## src/rtl/nvr_pkg.sv

```systemverilog
package nvr_pkg;

    typedef enum logic {
        ST_IDLE = 1'b0,
        ST_RUN  = 1'b1
    } nvr_state_e;

    function automatic int run_len(input int depth, input int restore);
        return (restore > depth) ? restore : depth;
    endfunction

endpackage

```

## src/rtl/nvr_req_latch.sv

```systemverilog
module nvr_req_latch (
    input  logic clk_i,
    input  logic rst_i,
    input  logic vlow_i,
    input  logic clear_i,
    output logic pend_o
);
    logic pend_d, pend_q;

    always_comb begin
        pend_d = vlow_i | (pend_q & ~clear_i);
    end

    always_ff @(posedge clk_i) begin
        if (rst_i) pend_q <= 1'b1;
        else       pend_q <= pend_d;
    end

    assign pend_o = pend_q;
endmodule

```

## src/rtl/nvr_seq.sv

```systemverilog
module nvr_seq
    import nvr_pkg::*;
#(
    parameter int DEPTH          = 8192,
    parameter int RESTORE_CYCLES = 10000,
    parameter int ADDR_W         = $clog2(DEPTH)
) (
    input  logic              clk_i,
    input  logic              rst_i,
    input  logic              vlow_i,
    input  logic              vgood_i,
    input  logic              pend_i,
    input  logic              host_we_i,
    output logic              busy_o,
    output logic              done_o,
    output logic              err_o,
    output logic              finish_o,
    output logic              copy_we_o,
    output logic [ADDR_W-1:0] copy_addr_o
);
    localparam int RUN_LEN = run_len(DEPTH, RESTORE_CYCLES);
    localparam int CNT_W   = $clog2(RUN_LEN + 1);

    typedef struct packed {
        nvr_state_e       state;
        logic [CNT_W-1:0] cnt;
        logic             done;
        logic             err;
    } seq_regs_t;

    seq_regs_t r_d, r_q;
    logic      last_w;

    always_comb begin
        r_d      = r_q;
        r_d.done = 1'b0;
        r_d.err  = 1'b0;
        last_w   = (r_q.cnt == CNT_W'(RUN_LEN - 1));
        finish_o = 1'b0;
        case (r_q.state)
            ST_IDLE: begin
                if (pend_i && vgood_i && !vlow_i) begin
                    r_d.state = ST_RUN;
                    r_d.cnt   = '0;
                end
            end
            ST_RUN: begin
                if (vlow_i) begin
                    r_d.state = ST_IDLE;
                    r_d.cnt   = '0;
                end else if (last_w) begin
                    r_d.state = ST_IDLE;
                    r_d.cnt   = '0;
                    r_d.done  = 1'b1;
                    r_d.err   = host_we_i;
                    finish_o  = 1'b1;
                end else begin
                    r_d.cnt = r_q.cnt + CNT_W'(1);
                end
            end
            default: r_d.state = ST_IDLE;
        endcase
    end

    always_ff @(posedge clk_i) begin
        if (rst_i) begin
            r_q.state <= ST_IDLE;
            r_q.cnt   <= '0;
            r_q.done  <= 1'b0;
            r_q.err   <= 1'b0;
        end else begin
            r_q <= r_d;
        end
    end

    assign busy_o      = (r_q.state == ST_RUN);
    assign done_o      = r_q.done;
    assign err_o       = r_q.err;
    assign copy_we_o   = busy_o && (r_q.cnt < CNT_W'(DEPTH));
    assign copy_addr_o = r_q.cnt[ADDR_W-1:0];
endmodule

```

## src/rtl/nvr_port_mux.sv

```systemverilog
module nvr_port_mux #(
    parameter int ADDR_W = 13,
    parameter int DATA_W = 8
) (
    input  logic              busy_i,
    input  logic              copy_we_i,
    input  logic [ADDR_W-1:0] copy_addr_i,
    input  logic [DATA_W-1:0] shadow_rdata_i,
    input  logic [ADDR_W-1:0] host_addr_i,
    input  logic [DATA_W-1:0] host_wdata_i,
    input  logic              host_we_i,
    input  logic              host_re_i,
    output logic [ADDR_W-1:0] shadow_addr_o,
    output logic [ADDR_W-1:0] mem_addr_o,
    output logic [DATA_W-1:0] mem_wdata_o,
    output logic              mem_we_o,
    output logic              mem_re_o
);
    always_comb begin
        shadow_addr_o = copy_addr_i;
        if (busy_i) begin
            mem_addr_o  = copy_addr_i;
            mem_wdata_o = shadow_rdata_i;
            mem_we_o    = copy_we_i;
            mem_re_o    = 1'b0;
        end else begin
            mem_addr_o  = host_addr_i;
            mem_wdata_o = host_wdata_i;
            mem_we_o    = host_we_i;
            mem_re_o    = host_re_i;
        end
    end
endmodule

```

## src/rtl/nvr_restore_ctrl.sv

```systemverilog
module nvr_restore_ctrl #(
    parameter int DEPTH          = 8192,
    parameter int DATA_W         = 8,
    parameter int RESTORE_CYCLES = 10000,
    parameter int ADDR_W         = $clog2(DEPTH)
) (
    input  logic              clk_i,
    input  logic              rst_i,
    input  logic              vlow_i,
    input  logic              vgood_i,
    input  logic [ADDR_W-1:0] host_addr_i,
    input  logic [DATA_W-1:0] host_wdata_i,
    input  logic              host_we_i,
    input  logic              host_re_i,
    output logic [ADDR_W-1:0] shadow_addr_o,
    input  logic [DATA_W-1:0] shadow_rdata_i,
    output logic [ADDR_W-1:0] mem_addr_o,
    output logic [DATA_W-1:0] mem_wdata_o,
    output logic              mem_we_o,
    output logic              mem_re_o,
    output logic              busy_o,
    output logic              done_o,
    output logic              wr_err_o
);
    logic              pend_w;
    logic              finish_w;
    logic              copy_we_w;
    logic [ADDR_W-1:0] copy_addr_w;

    nvr_req_latch u_req (
        .clk_i   (clk_i),
        .rst_i   (rst_i),
        .vlow_i  (vlow_i),
        .clear_i (finish_w),
        .pend_o  (pend_w)
    );

    nvr_seq #(
        .DEPTH          (DEPTH),
        .RESTORE_CYCLES (RESTORE_CYCLES),
        .ADDR_W         (ADDR_W)
    ) u_seq (
        .clk_i       (clk_i),
        .rst_i       (rst_i),
        .vlow_i      (vlow_i),
        .vgood_i     (vgood_i),
        .pend_i      (pend_w),
        .host_we_i   (host_we_i),
        .busy_o      (busy_o),
        .done_o      (done_o),
        .err_o       (wr_err_o),
        .finish_o    (finish_w),
        .copy_we_o   (copy_we_w),
        .copy_addr_o (copy_addr_w)
    );

    nvr_port_mux #(
        .ADDR_W (ADDR_W),
        .DATA_W (DATA_W)
    ) u_mux (
        .busy_i         (busy_o),
        .copy_we_i      (copy_we_w),
        .copy_addr_i    (copy_addr_w),
        .shadow_rdata_i (shadow_rdata_i),
        .host_addr_i    (host_addr_i),
        .host_wdata_i   (host_wdata_i),
        .host_we_i      (host_we_i),
        .host_re_i      (host_re_i),
        .shadow_addr_o  (shadow_addr_o),
        .mem_addr_o     (mem_addr_o),
        .mem_wdata_o    (mem_wdata_o),
        .mem_we_o       (mem_we_o),
        .mem_re_o       (mem_re_o)
    );
endmodule

```

## config.mk

```make
export PLATFORM = sky130hd
export DESIGN_NAME = nvr_restore_ctrl
export DESIGN_NICKNAME = d
export VERILOG_FILES = /design/src/rtl/nvr_pkg.sv /design/src/rtl/nvr_req_latch.sv /design/src/rtl/nvr_seq.sv /design/src/rtl/nvr_port_mux.sv /design/src/rtl/nvr_restore_ctrl.sv
export SDC_FILE = /design/constraint.sdc
export NUM_CORES = 1
export LEC_CHECK = 0
export ABC_AREA = 0
export BUFFER_PORTS_ARGS = -buffer_cell sky130_fd_sc_hd__buf_2
export CAP_MARGIN = 15
export CORE_ASPECT_RATIO = 1.5
export CORE_MARGIN = 2
export CORE_UTILIZATION = 46
export CTS_BUF_LIST = sky130_fd_sc_hd__clkbuf_8
export CTS_CLUSTER_DIAMETER = 100
export CTS_CLUSTER_SIZE = 40
export DETAILED_ROUTE_END_ITERATION = 12
export GPL_TIMING_DRIVEN = 0
export MAX_ROUTING_LAYER = met4
export PLACE_DENSITY = 0.92
export SLEW_MARGIN = 20
export SYNTH_ARGS = -nofsm -noshare
export SYNTH_HDL_FRONTEND = slang
export SYNTH_SLANG_ARGS = --single-unit
```

## constraint.sdc

```tcl
create_clock -name clk_i -period 2.09 [get_ports clk_i]
set_clock_uncertainty 0.05 [all_clocks]
set_input_delay 0.209 -clock clk_i [delete_from_list [all_inputs] [get_ports clk_i]]
set_output_delay 0.209 -clock clk_i [all_outputs]
set_load 0.005 [all_outputs]
```

## Word-level counts from Yosys, hierarchy flattened

Index checks and enable logic that the tools add are counted.

| cells by class | value |
|---|---|
| $add $sub $neg | 1 |
| magnitude comparators | 1 |
| equality and inequality tests | 2 |
| multiplexer cells | 13 |
| bitwise logic cells | 5 |
| reduce and logical (&&, ||, !) cells | 6 |

Operator list:

| operator | count |
|---|---|
| 15-bit 2-to-1 mux | 2 |
| 15-bit case mux with 2 select lines | 1 |
| 14-bit by 1-bit adder with 14-bit output (second input constant) | 1 |
| 14-bit equality test (second input constant) | 1 |
| 14-bit less-than comparator (second input constant) | 1 |
| 14-bit 2-to-1 mux | 1 |
| 13-bit 2-to-1 mux | 1 |
| 8-bit 2-to-1 mux | 1 |
| 1-bit 2-to-1 mux | 6 |
| 4-bit OR reduction | 1 |
| 1-bit logical AND | 3 |
| 1-bit inverter | 3 |
| 3-bit OR reduction | 1 |
| 2-bit 2-to-1 mux | 1 |
| 2-bit by 1-bit inequality test with 1-bit output (second input constant) | 1 |
| 1-bit bitwise AND | 1 |
| 1-bit zero test | 1 |
| 1-bit bitwise OR | 1 |

| word-level totals | value |
|---|---|
| register bits after elaboration | 18 |
| input port bits | 35 |
| output and inout port bits | 39 |
| logic and storage cells | 33 |

## Logic depth before layout (Yosys ltp)

Gate-level depths: netlist (run 1).

| logic depth | value |
|---|---|
| word-level depth | 7 |
| gate-level depth with buffers | 6 |
| mapped depth without buffers | 5 |

## Modules after synthesis

Synthesis (run 1) repeated with hierarchy kept, for this count alone.

| second synthesis, totals | value |
|---|---|
| cells, all modules | 155 |
| area total of the unflattened synthesis | 1365.1 um^2 |

By module, submodules not included:

| module | times used | cells each | area an instance (um^2) | seq. area each (um^2) |
|---|---|---|---|---|
| nvr_seq | 1 | 113 | 958.4 | 340.3 |
| nvr_port_mux | 1 | 38 | 374.1 | 0.0 |
| nvr_req_latch | 1 | 4 | 32.5 | 20.0 |

## Worst setup path before layout (run 1)

Ideal clock, no wire load.

| timing | value |
|---|---|
| path type | reg2reg |
| start point | register u_seq.r_q (netlist bit u_seq.busy_o) |
| end point | register u_seq.r_q (netlist bit u_seq.copy_addr_o[5]) |
| library setup time | 0.072 ns |
| data arrival time | 1.459 ns |
| required time | 1.968 ns |
| slack | 0.509 ns |
| cell stages (with the launch flop) | 7 |
| buffers on the path | 2 |
| period minus slack after synthesis | 1.581 ns |
| path through | dfxtp_1 -> buf_6 -> or3b_4 -> a41oi_4 -> buf_6 -> nand3_2 -> mux2i_1 |

| on the way | value |
|---|---|
| cells in the longest elaborated chain, start to end | 2 |
| elaborated cells on any way between the ends | 3 |
| classes of those cells | eq/ne: 1; mux: 1; bitwise: 1 |

RTL lines:

| item | line | text |
|---|---|---|
| start: declaration | nvr_seq.sv:31 | `seq_regs_t r_d, r_q;` |
| start signal: assignment | nvr_seq.sv:72 | `r_q <= r_d;` |
| 1-bit inverter (no line) | - |  |
| 15-bit case mux with 2 select lines / 2-bit by 1-bit inequality test with 1-bit output (equally long branches) | - |  |

Parallel ways exist; a longest one is shown, timed or not.
A chain may end at the register's enable or synchronous reset.

## Worst setup path in the final report (run 1)

| timing | value |
|---|---|
| start point | register u_seq.r_q (netlist bit u_seq.busy_o) |
| end point | output mem_addr_o[6] |

| on the way | value |
|---|---|
| cells in the longest elaborated chain, start to end | 1 |

RTL lines:

| item | line | text |
|---|---|---|
| 13-bit 2-to-1 mux | nvr_port_mux.sv:21 | `if (busy_i) begin` |
| end: declaration | nvr_restore_ctrl.sv:17 | `output logic [ADDR_W-1:0] mem_addr_o,` |

No other way between the ends.

==> results of run 1 <==
-- layer usage --
| metal | global-route usage (%) | up-vias | wire length [um] |
|---|---|---|---|
| li1 | - | 679 | - |
| met1 | 23.1 | 606 | 1290 |
| met2 | 35.3 | 64 | 1720 |
| met3 | 2.34 | 9 | 221 |
| met4 | 7.21 | 0 | 79 |
| met5 | - | - | 0 |
-- sequential cells by signal (all words and copies together) (netlist names) --
name / cells
u_req.pend_o: 1
u_seq.err_o: 1
u_seq.done_o: 1
u_seq.r_q: 1
u_seq.busy_o: 1
u_seq.copy_addr_o: 13
-- cells in the final DEF (no fill, tap or decap) --
master / synthesis / routed
buf_2: 2 / 74
mux2_2: 21 / 21
dfxtp_1: 18 / 18
buf_4: 13 / 13
nor2_1: 10 / 10
nand2_1: 7 / 7
a21oi_1: 7 / 7
clkbuf_1: 6 / 6
nand4_1: 6 / 6
nand3_1: 6 / 6
a31oi_1: 5 / 5
nor3_1: 5 / 5
inv_1: 4 / 4
mux2i_1: 4 / 4
and3_1: 4 / 4
o21ai_0: 4 / 4
clkbuf_8: 0 / 4
a22o_1: 3 / 3
buf_6: 2 / 2
nand2b_1: 2 / 2
a41oi_1: 2 / 2
xnor2_1: 2 / 2
nor2b_1: 1 / 1
nor4b_4: 1 / 1
and4b_1: 1 / 1
and3b_1: 1 / 1
o311a_1: 1 / 1
nor4b_1: 1 / 1
or3b_4: 1 / 1
a41oi_4: 1 / 1
and4_1: 1 / 1
xor2_1: 1 / 1
and2_1: 1 / 1
nand3_2: 1 / 1
o22ai_2: 1 / 1
a22oi_1: 1 / 1
ha_1: 1 / 1
-- worst max-delay path, cell delays in order, from the launching register on --
cell and delay (ns):
dfxtp_1 0.35, buf_6 0.14, clkbuf_1 0.42, mux2_2 0.40, buf_2 0.14
-- power groups by stage --
stage	clock network (mW)	registers [mW]	logic (mW)
CTS	0.289	0.347	0.149
finish	0.291	0.346	0.148
floorplan	0	0.354	0.0772
global route	0.305	0.347	0.162
global placement	0	0.354	0.144
detailed placement	0	0.354	0.148
-- cells by family after synthesis --
kind of cell | share of synthesized area (%)
flops | 27.3
fa+ha+maj | 0.949
buf+inv | 12.7
simple gates | 21.8
compound gates | 14.2
mux | 21.0
xor+xnor | 1.99
-- Yosys cell counts, drive strengths merged --
library cell  number  share of area [%]
nand2b             2               0.95
inv                4                1.1
and2               1               0.47
a22o               3                2.0
clkbuf             6                1.7
xnor2              2                1.3
nand3              7                3.0
nor4b              2                2.5
and4               1               0.66
nand4              6                2.8
o311a              1               0.76
mux2i              4                3.0
ha                 1               0.95
o22ai              1               0.95
o21ai              4                1.5
and3b              1               0.66
or3b               1               0.85
nor2b              1               0.47
nor2              10                2.8
a22oi              1               0.57
nand2              7                2.0
nor3               5                1.9
xor2               1               0.66
and4b              1               0.76
a41oi              3                3.4
dfxtp             18                 27
a21oi              7                2.7
buf               17                9.9
a31oi              5                2.4
mux2              21                 18
and3               4                1.9
-- cell type report --
cell class,instances,area share (%)
plain buffers,23,8.57
well taps,37,2.60
flip-flops and latches,18,20.2
inverters,4,0.843
repair buffers,72,20.2
clock buffers,4,3.09
multi-input cells,103,44.4
-- path summary, 6_finish.rpt --
kind | from | to | slack [ns]
worst max-delay path | u_seq.busy_o | mem_addr_o[6] | 0.13
worst min-delay path | host_we_i | u_seq.err_o | 0.14
worst max register to register | u_seq.copy_addr_o[5] | u_seq.copy_addr_o[2] | 0.27
worst min register to register | u_req.pend_o | u_req.pend_o | 0.45
==> key figures, run 1 <==
Floorplanning
  – Num rows: 23
  – Die width: 47.7 um
  – Ports: 74
  – Core area: 0.00271 mm2
  – Die Height: 69.6 um
  – Total die area: 0.00332 mm2
  – Starting Density: 48.8%

Power
  – P_leak: 0.841 nW
  – Clk network pwr share: 37.1%
  – Tot Pwr: 0.785 mW
  – Max rail drop VDD: 0.000358 V
  – Seq pwr share: 44.1%
  – Part of the power in combinational logic: 18.8%
  – P per Cell Area: 441 mW/mm2
  – Sw frac: 23.8%
  – Pint: 0.598 mW
  – Switching power: 0.187 mW

STA
  – Max Clk Rate: 510 MHz
  – Worst slew margin: 42.1%
  – Max-slew violations: 0
  – Hold Vio Cnt, Final: 0
  – Least-Margin Pin Slew: 0.862 ns
  – RSZ-0062 raised after global routing: false
  – Tmin final: 1.96 ns
  – Post-Route Setup TNS: 0 ns
  – Worst Setup Slack, final: 0.130 ns
  – Tcrit/Tclk final: 93.8%
  – Final setup violation count: 0
  – Min Hold Slack: 0.144 ns

Clocking
  – TritonCTS Buffers: 3
  – Cts hold-fix bufs: 0
  – H-tree lvl count: 1
  – Postcts setup bufs: 0
  – Clk pin slew, worst setup/hold paths: 0.07 ns
  – Worst-case clock buffer depth: 2
  – Gates resized, CTS repair: 0
  – Clk root buf: clkbuf_8
  – Worst skew pair latency: 0.26 ns
  – CTS tree: done
  – Clock sinks: 18

Cells and area
  – Final Non-Filler Cells: 261
  – Post-route cell area: 0.00178 mm2
  – Fin util: 65.8%
  – Footprint of the multi-input gates: 791 um2
  – # nets final: 261
  – Layout area overhead: 35.0%
  – Fraction of layout cells with a size suffix above 1: 53.1%
  – Fill count: 245
  – Register area: 360 um2
  – # diodes: 0

Global route
  – Grt ovf: 0
  – Largest net degree at the start of global routing: 11
  – Initial antenna violation count: 0
  – Vias in the first global route: 1197
  – Gr usage total: 20.6%
  – First-pass GRT wire length: 5.08 mm

Placed design
  – DP Area: 0.00173 mm2
  – Placed instance count: 257
  – DP Worst Slack: 0.328 ns
  – Gpl congestion: 0.847
  – Number of port buffers: 72
  – Final HPWL DP: 2.60 mm

Synthesis
  – Syn_area_per_cell: 8.91 um2
  – YS warnings: 0
  – Cell Area, Synth: 0.00132 mm2
  – Post-Syn Instances: 148
  – Post-Syn Nets: 184
  – Unique masters post-synth: 36
  – Register area share after synthesis: 27.3%
  – Number of synthesized register bits: 18

Detailed routing
  – DRT iter0 DRCs: 36
  – Vias/cell: 5.20
  – Routed wire per std cell: 12.7 um
  – Vias: 1358
  – Routed Antenna Nets: 0
  – WL final: 3.32 mm
  – DRT Pass-1 Iters: 4
  – DRC viols: 0

Worst setup path
  – CP Max Fanout: 10
  – Element type at the critical path end: output pin
  – R2R depth: 6
  – CP arrival: 1.70 ns
  – CP Launch Type: flip-flop
  – Worst path required time: 1.83 ns
  – Crit path kind: flip-flop to output pin

Worst hold path
  – Hold path depth: 3
  – Hold Crit Class: input pin to flip-flop

Run status
  – Status: completed

Flow run
  – Max cap viols: 0
No activity file was read; power rests on OpenSTA's default activity.
==> inputs of run 2 (changes only) <==
--- a/config.mk
+++ b/config.mk
@@ -18,6 +18,7 @@
 export GPL_TIMING_DRIVEN = 0
 export MAX_ROUTING_LAYER = met4
 export PLACE_DENSITY = 0.92
+export REMOVE_ABC_BUFFERS = 1
 export SLEW_MARGIN = 20
 export SYNTH_ARGS = -nofsm -noshare
 export SYNTH_HDL_FRONTEND = slang
==> run 2 against run 1 <==
Cell count shrank 6.9%; flip-flop and latch count unchanged; sequential share of layout area up 1.6 points; die area did not move; hold slack lost 0.0083 ns; clock-buffer cell count unchanged.
==> key figures, run 2 (synthesis results as in run 1) <==
Run status
  – Status: completed

Placed design
  – Final HPWL DP: 2.49 mm (-4.4%)
  – Number of port buffers: 73 (+1.4%)
  – Gpl congestion: 0.840 (-0.80%)

Cells and area
  – # diodes: 0 (unchanged)
  – Fraction of layout cells with a size suffix above 1: 52.4% (-0.70 points)
  – Number of flip-flops in the largest register: 13 (unchanged)
  – Commonest non-fill, non-tap cell in the layout: buf_2
  – Fin util: 61.6% (-4.2 points)
  – # nets final: 243 (-6.9%)
  – Layout area overhead: 26.4%
  – Commonest cells after routing, fill and taps aside: buf_2, mux2_2, dfxtp_1, nor2_1

Global route
  – Gr usage total: 22.3% (+1.7 points)
  – Initial antenna violation count: 0 (unchanged)
  – First-pass GRT wire length: 5.45 mm (+7.3%)
  – Vias in the first global route: 1280 (+6.9%)
  – Grt ovf: 0 (unchanged)
  – Largest net degree at the start of global routing: 29 (+18)

Detailed routing
  – DRC viols: 0 (unchanged)
  – Routed Antenna Nets: 0 (unchanged)
  – DRT Pass-1 Iters: 4 (unchanged)
  – Vias: 1345 (-0.96%)
  – Vias/cell: 5.53 (+6.4%)
  – Routed wire per std cell: 13.8 um (+8.4%)
  – DRT iter0 DRCs: 46 (+28%)
  – WL final: 3.35 mm (+0.90%)

STA
  – Hold Vio Cnt, Final: 0 (unchanged)
  – Tcrit/Tclk final: 91.0% (-2.8 points)
  – Final setup violation count: 0 (unchanged)
  – Worst slew margin: 40.5% (-1.6 points)
  – Tmin final: 1.90 ns (-0.0579 ns)
  – Max-slew violations: 0 (unchanged)
  – Least-Margin Pin Slew: 0.886 ns (+0.0241 ns)
  – RSZ-0062 raised after global routing: false
  – Max Clk Rate: 526 MHz (+3.0%)

Floorplanning
  – Starting Density: 48.8% (unchanged)
  – Total die area: 0.00332 mm2 (unchanged)
  – Core area: 0.00271 mm2 (unchanged)
  – Ports: 74 (unchanged)
  – Die Height: 69.6 um (unchanged)
  – Die width: 47.7 um (unchanged)
  – Num rows: 23 (unchanged)

Power
  – Tot Pwr: 0.789 mW (+0.49%)
  – P per Cell Area: 474 mW/mm2 (+7.4%)
  – Max rail drop VDD: 0.000334 V (-6.5%)
  – P_leak: 0.768 nW (-8.7%)

Clocking
  – Clock sinks: 18 (unchanged)
  – Cts hold-fix bufs: 0 (unchanged)
  – Clk root buf: clkbuf_8
  – Worst skew pair latency: 0.27 ns (about the same)
  – H-tree lvl count: 1 (unchanged)
  – Clk pin slew, worst setup/hold paths: 0.07 ns (about the same)
  – TritonCTS Buffers: 3 (unchanged)
  – CTS tree: done
  – Worst-case clock buffer depth: 2 (unchanged)

Worst setup path
  – Worst path required time: 2.24 ns (+0.41 ns)
  – R2R depth: 5 (-1)
  – CP Launch Type: flip-flop
  – Crit path kind: flip-flop to flip-flop
  – CP Max Fanout: 28 (+18)
  – Element type at the critical path end: flip-flop
  – CP arrival: 2.05 ns (+0.35 ns)

Flow run
  – Max cap viols: 0 (unchanged)

Worst hold path
  – Hold Crit Class: input pin to flip-flop
  – Hold path depth: 3 (unchanged)
## run 2: changes by cell type in the layout (fill, tap and decap cells not counted)
cell      delta
dfxtp_1      -1
buf_6        -2
buf_2        -1
dfxtp_4      +1
clkbuf_1     -6
buf_4        -9
## run 2: cell type report
class	instances	area (um2)
inverter	4	15.0
fill	246	1040
clock buffer	4	55.1
sequential	18	364
timing repair buffer	77	395
tap	37	46.3
multi-input combinational	103	791
## run 2: repair_timing
item                       CTS  global route
pin swaps                    0             0
resized for setup            2             0
hold endpoints to repair     0             0
setup buffers                0             4
setup endpoints to repair   34             2
## run 2: worst max-delay path, cell delays in order (launching register included)
cell and delay (ns):
dfxtp_4 0.56, or3b_4 0.45, a41oi_4 0.31, buf_4 0.20, a21oi_1 0.07, o22ai_2 0.17
## run 2: power breakdown
| part | internal [mW] | switching [mW] |
|---|---|---|
| Clock | 0.168 | 0.130 |
| Sequential | 0.344 | 0.0110 |
| Combinational | 0.0836 | 0.0527 |
| Total | 0.596 | 0.193 |
## run 2: stage by stage
step	instance area [um2]	TNS [ns]	setup slack, ns	hold slack (ns)	instances
after floorplan	1170	-0.0459	-0.0230	0.228	125
after detailed placement	1580	-3.23	-0.421	0.416	235
final	1670	0	0.188	0.136	243
after global placement	1580	-2.86	-0.368	0.397	235
after CTS	1640	0	0.113	0.144	239
after global routing	1670	0	0.0618	0.156	243
## run 2: path summary, 6_finish.rpt
kind                                   start                   end  slack [ns]
worst min register to register  u_req.pend_o          u_req.pend_o        0.43
worst max register to register  u_seq.busy_o  u_seq.copy_addr_o[7]        0.19
worst min-delay path               host_we_i           u_seq.err_o        0.14
worst max-delay path            u_seq.busy_o  u_seq.copy_addr_o[7]        0.19
## run 2: per-layer routing
metal  global-route usage (%)  routed length (um)
met1                     26.1                1210
met2                     36.0                1730
met3                     3.39                 297
met4                     9.31                 108
met5                        -                   0
==> inputs of run 3 (changes only) <==
--- a/config.mk
+++ b/config.mk
@@ -16,7 +16,6 @@
 export CTS_CLUSTER_SIZE = 40
 export DETAILED_ROUTE_END_ITERATION = 12
 export GPL_TIMING_DRIVEN = 0
-export MAX_ROUTING_LAYER = met4
 export PLACE_DENSITY = 0.92
 export REMOVE_ABC_BUFFERS = 1
 export SLEW_MARGIN = 20
==> run 3 against run 2 <==
Register-to-register slack barely moved; cell count did not move; critical path depth did not move.
==> key figures, run 3 (synthesis results as in run 1) <==
Clocking
  – Worst skew pair latency: 0.26 ns (about the same)
  – CTS tree: done
  – Worst-case clock buffer depth: 2 (unchanged)
  – Clock sinks: 18 (unchanged)
  – TritonCTS Buffers: 3 (unchanged)
  – Clk root buf: clkbuf_8
  – Clk pin slew, worst setup/hold paths: 0.07 ns (about the same)
  – H-tree lvl count: 1 (unchanged)
  – Cts hold-fix bufs: 0 (unchanged)

Placed design
  – DP Worst Slack: -0.421 ns (unchanged)
  – Number of port buffers: 73 (unchanged)
  – Final HPWL DP: 2.49 mm (unchanged)
  – Gpl congestion: 0.827 (-1.5%)

Floorplanning
  – Starting Density: 48.8% (unchanged)
  – Die width: 47.7 um (unchanged)
  – Num rows: 23 (unchanged)
  – Total die area: 0.00332 mm2 (unchanged)
  – Core area: 0.00271 mm2 (unchanged)
  – Ports: 74 (unchanged)
  – Die Height: 69.6 um (unchanged)

Detailed routing
  – DRT Pass-1 Iters: 5 (+1)
  – Vias: 1342 (-0.22%)
  – Routed Antenna Nets: 0 (unchanged)
  – DRT iter0 DRCs: 33 (-28%)
  – Vias/cell: 5.52 (-0.22%)
  – DRC viols: 0 (unchanged)
  – WL final: 3.35 mm (about the same)
  – Routed wire per std cell: 13.8 um (about the same)

Power
  – Max rail drop VDD: 0.000335 V (+0.13%)
  – Tot Pwr: 0.786 mW (-0.36%)
  – P per Cell Area: 472 mW/mm2 (-0.36%)
  – Seq pwr share: 45.2% (+0.2 points)
  – P_leak: 0.768 nW (unchanged)
  – Sw frac: 24.2% (-0.25 points)
  – Part of the power in combinational logic: 17.3% (about the same)
  – Pint: 0.596 mW (about the same)
  – Switching power: 0.191 mW (-1.4%)
  – Clk network pwr share: 37.5% (-0.2 points)

Worst setup path
  – CP cell instances: or3b_4, a41oi_4, buf_4, a21oi_1, o22ai_2
  – Element type at the critical path end: flip-flop
  – CP Max Fanout: 28 (unchanged)
  – Worst path max stage delay: 0.56 ns (about the same)
  – Worst path bufs/invs: 1 (unchanged)
  – CP Launch Type: flip-flop
  – CP arrival: 2.05 ns (about the same)
  – Slowest CP cell: dfxtp_4
  – CP delay by family, top: flip-flops
  – Crit path kind: flip-flop to flip-flop
  – Worst path required time: 2.23 ns (about the same)

STA
  – Hold Vio Cnt, Final: 0 (unchanged)
  – Least-Margin Pin Slew: 0.879 ns (-0.00771 ns)
  – Final setup violation count: 0 (unchanged)
  – Worst slew margin: 41.0% (+0.52 points)
  – Worst Setup Slack, final: 0.186 ns (-0.00176 ns)
  – Max-slew violations: 0 (unchanged)
  – Max Clk Rate: 525 MHz (about the same)
  – Tcrit/Tclk final: 91.1% (about the same)
  – RSZ-0062 raised after global routing: false
  – Tmin final: 1.90 ns (+0.00176 ns)

Flow run
  – Max cap viols: 0 (unchanged)

Cells and area
  – Commonest non-fill, non-tap cell in the layout: buf_2
  – Fraction of layout cells with a size suffix above 1: 52.4% (unchanged)
  – Layout area overhead: 26.4% (unchanged)
  – Number of flip-flops in the largest register: 13 (unchanged)
  – Footprint of the multi-input gates: 791 um2 (unchanged)
  – Commonest cells after routing, fill and taps aside: buf_2, mux2_2, dfxtp_1, nor2_1
  – # nets final: 243 (unchanged)
  – Fill count: 246 (unchanged)
  – # diodes: 0 (unchanged)
  – Register area: 364 um2 (unchanged)

Global route
  – Largest net degree at the start of global routing: 29 (unchanged)
  – Met3 Use GR: 3.39% (unchanged)
  – Vias in the first global route: 1281 (+0.078%)
  – Met2 GRT Util: 36.0% (unchanged)
  – Gr usage total: 21.9% (-0.44 points)
  – Grt ovf: 0 (unchanged)
  – Initial antenna violation count: 0 (unchanged)
  – Met1 Use GR: 26.5% (+0.32 points)
  – GRT Max-Usage Layer: met2
  – First-pass GRT wire length: 5.46 mm (+0.11%)

Worst hold path
  – Hold Crit Class: input pin to flip-flop

Run status
  – Status: completed
==> run 3: cell counts in the layout (fill, tap and decap cells not counted) <==
No cell type changed its count.
==> run 3: worst register-to-register path, delay by kind of cell (launching register included) <==
family	cells	cell delay [ns]
flip-flops	1	0.56
AO/OA/AOI/OAI	3	0.55
buffers and inverters	1	0.20
AND/OR/NAND/NOR	1	0.46
==> run 3: power groups by stage <==
stage	clock network, mW	registers (mW)	logic [mW]
after CTS	0.292	0.355	0.135
after floorplan	0	0.361	0.0632
after global placement	0	0.364	0.131
after global routing	0.311	0.356	0.150
final	0.295	0.355	0.136
after detailed placement	0	0.364	0.135
==> run 3: cell type report <==
| cell class | count | area share, % |
|---|---|---|
| Clock buffer | 4 | 3.30 |
| Sequential cell | 18 | 21.8 |
| Tap cell | 37 | 2.78 |
| Timing Repair Buffer | 77 | 23.7 |
| Multi-Input combinational cell | 103 | 47.4 |
| Inverter | 4 | 0.901 |
==> run 3: stage by stage <==
stage | util, % | area [um2] | setup TNS [ns] | cells | hold slack, ns
3_5_place_dp | 58.3 | 1580 | -3.23 | 235 | 0.416
6_report | 61.6 | 1670 | 0 | 243 | 0.139
4_1_cts | 60.5 | 1640 | 0 | 239 | 0.144
2_1_floorplan | - | 1170 | -0.0459 | 125 | 0.228
5_1_grt | 61.6 | 1670 | 0 | 243 | 0.156
3_3_place_gp | 58.3 | 1580 | -2.86 | 235 | 0.397
==> run 3: path summary, 6_finish.rpt <==
kind | from | endpoint | cells after the start | slack, ns
setup / recovery | u_seq.busy_o | u_seq.copy_addr_o[7] | 5 | 0.19
hold / removal | host_we_i | u_seq.err_o | 3 | 0.14
setup reg to reg | u_seq.busy_o | u_seq.copy_addr_o[7] | 5 | 0.19
hold reg to reg | u_req.pend_o | u_req.pend_o | 2 | 0.43
==> run 3: routing by layer <==
metal	vias up	share of wire [%]
met5	-	0
met2	90	52
met3	11	9.2
li1	642	-
met4	0	3.0
met1	599	36
==> run 3: timing repair <==
item	CTS	global route
buffers inserted	0	4
resized for setup	2	0
endpoints found under the setup margin	34	2
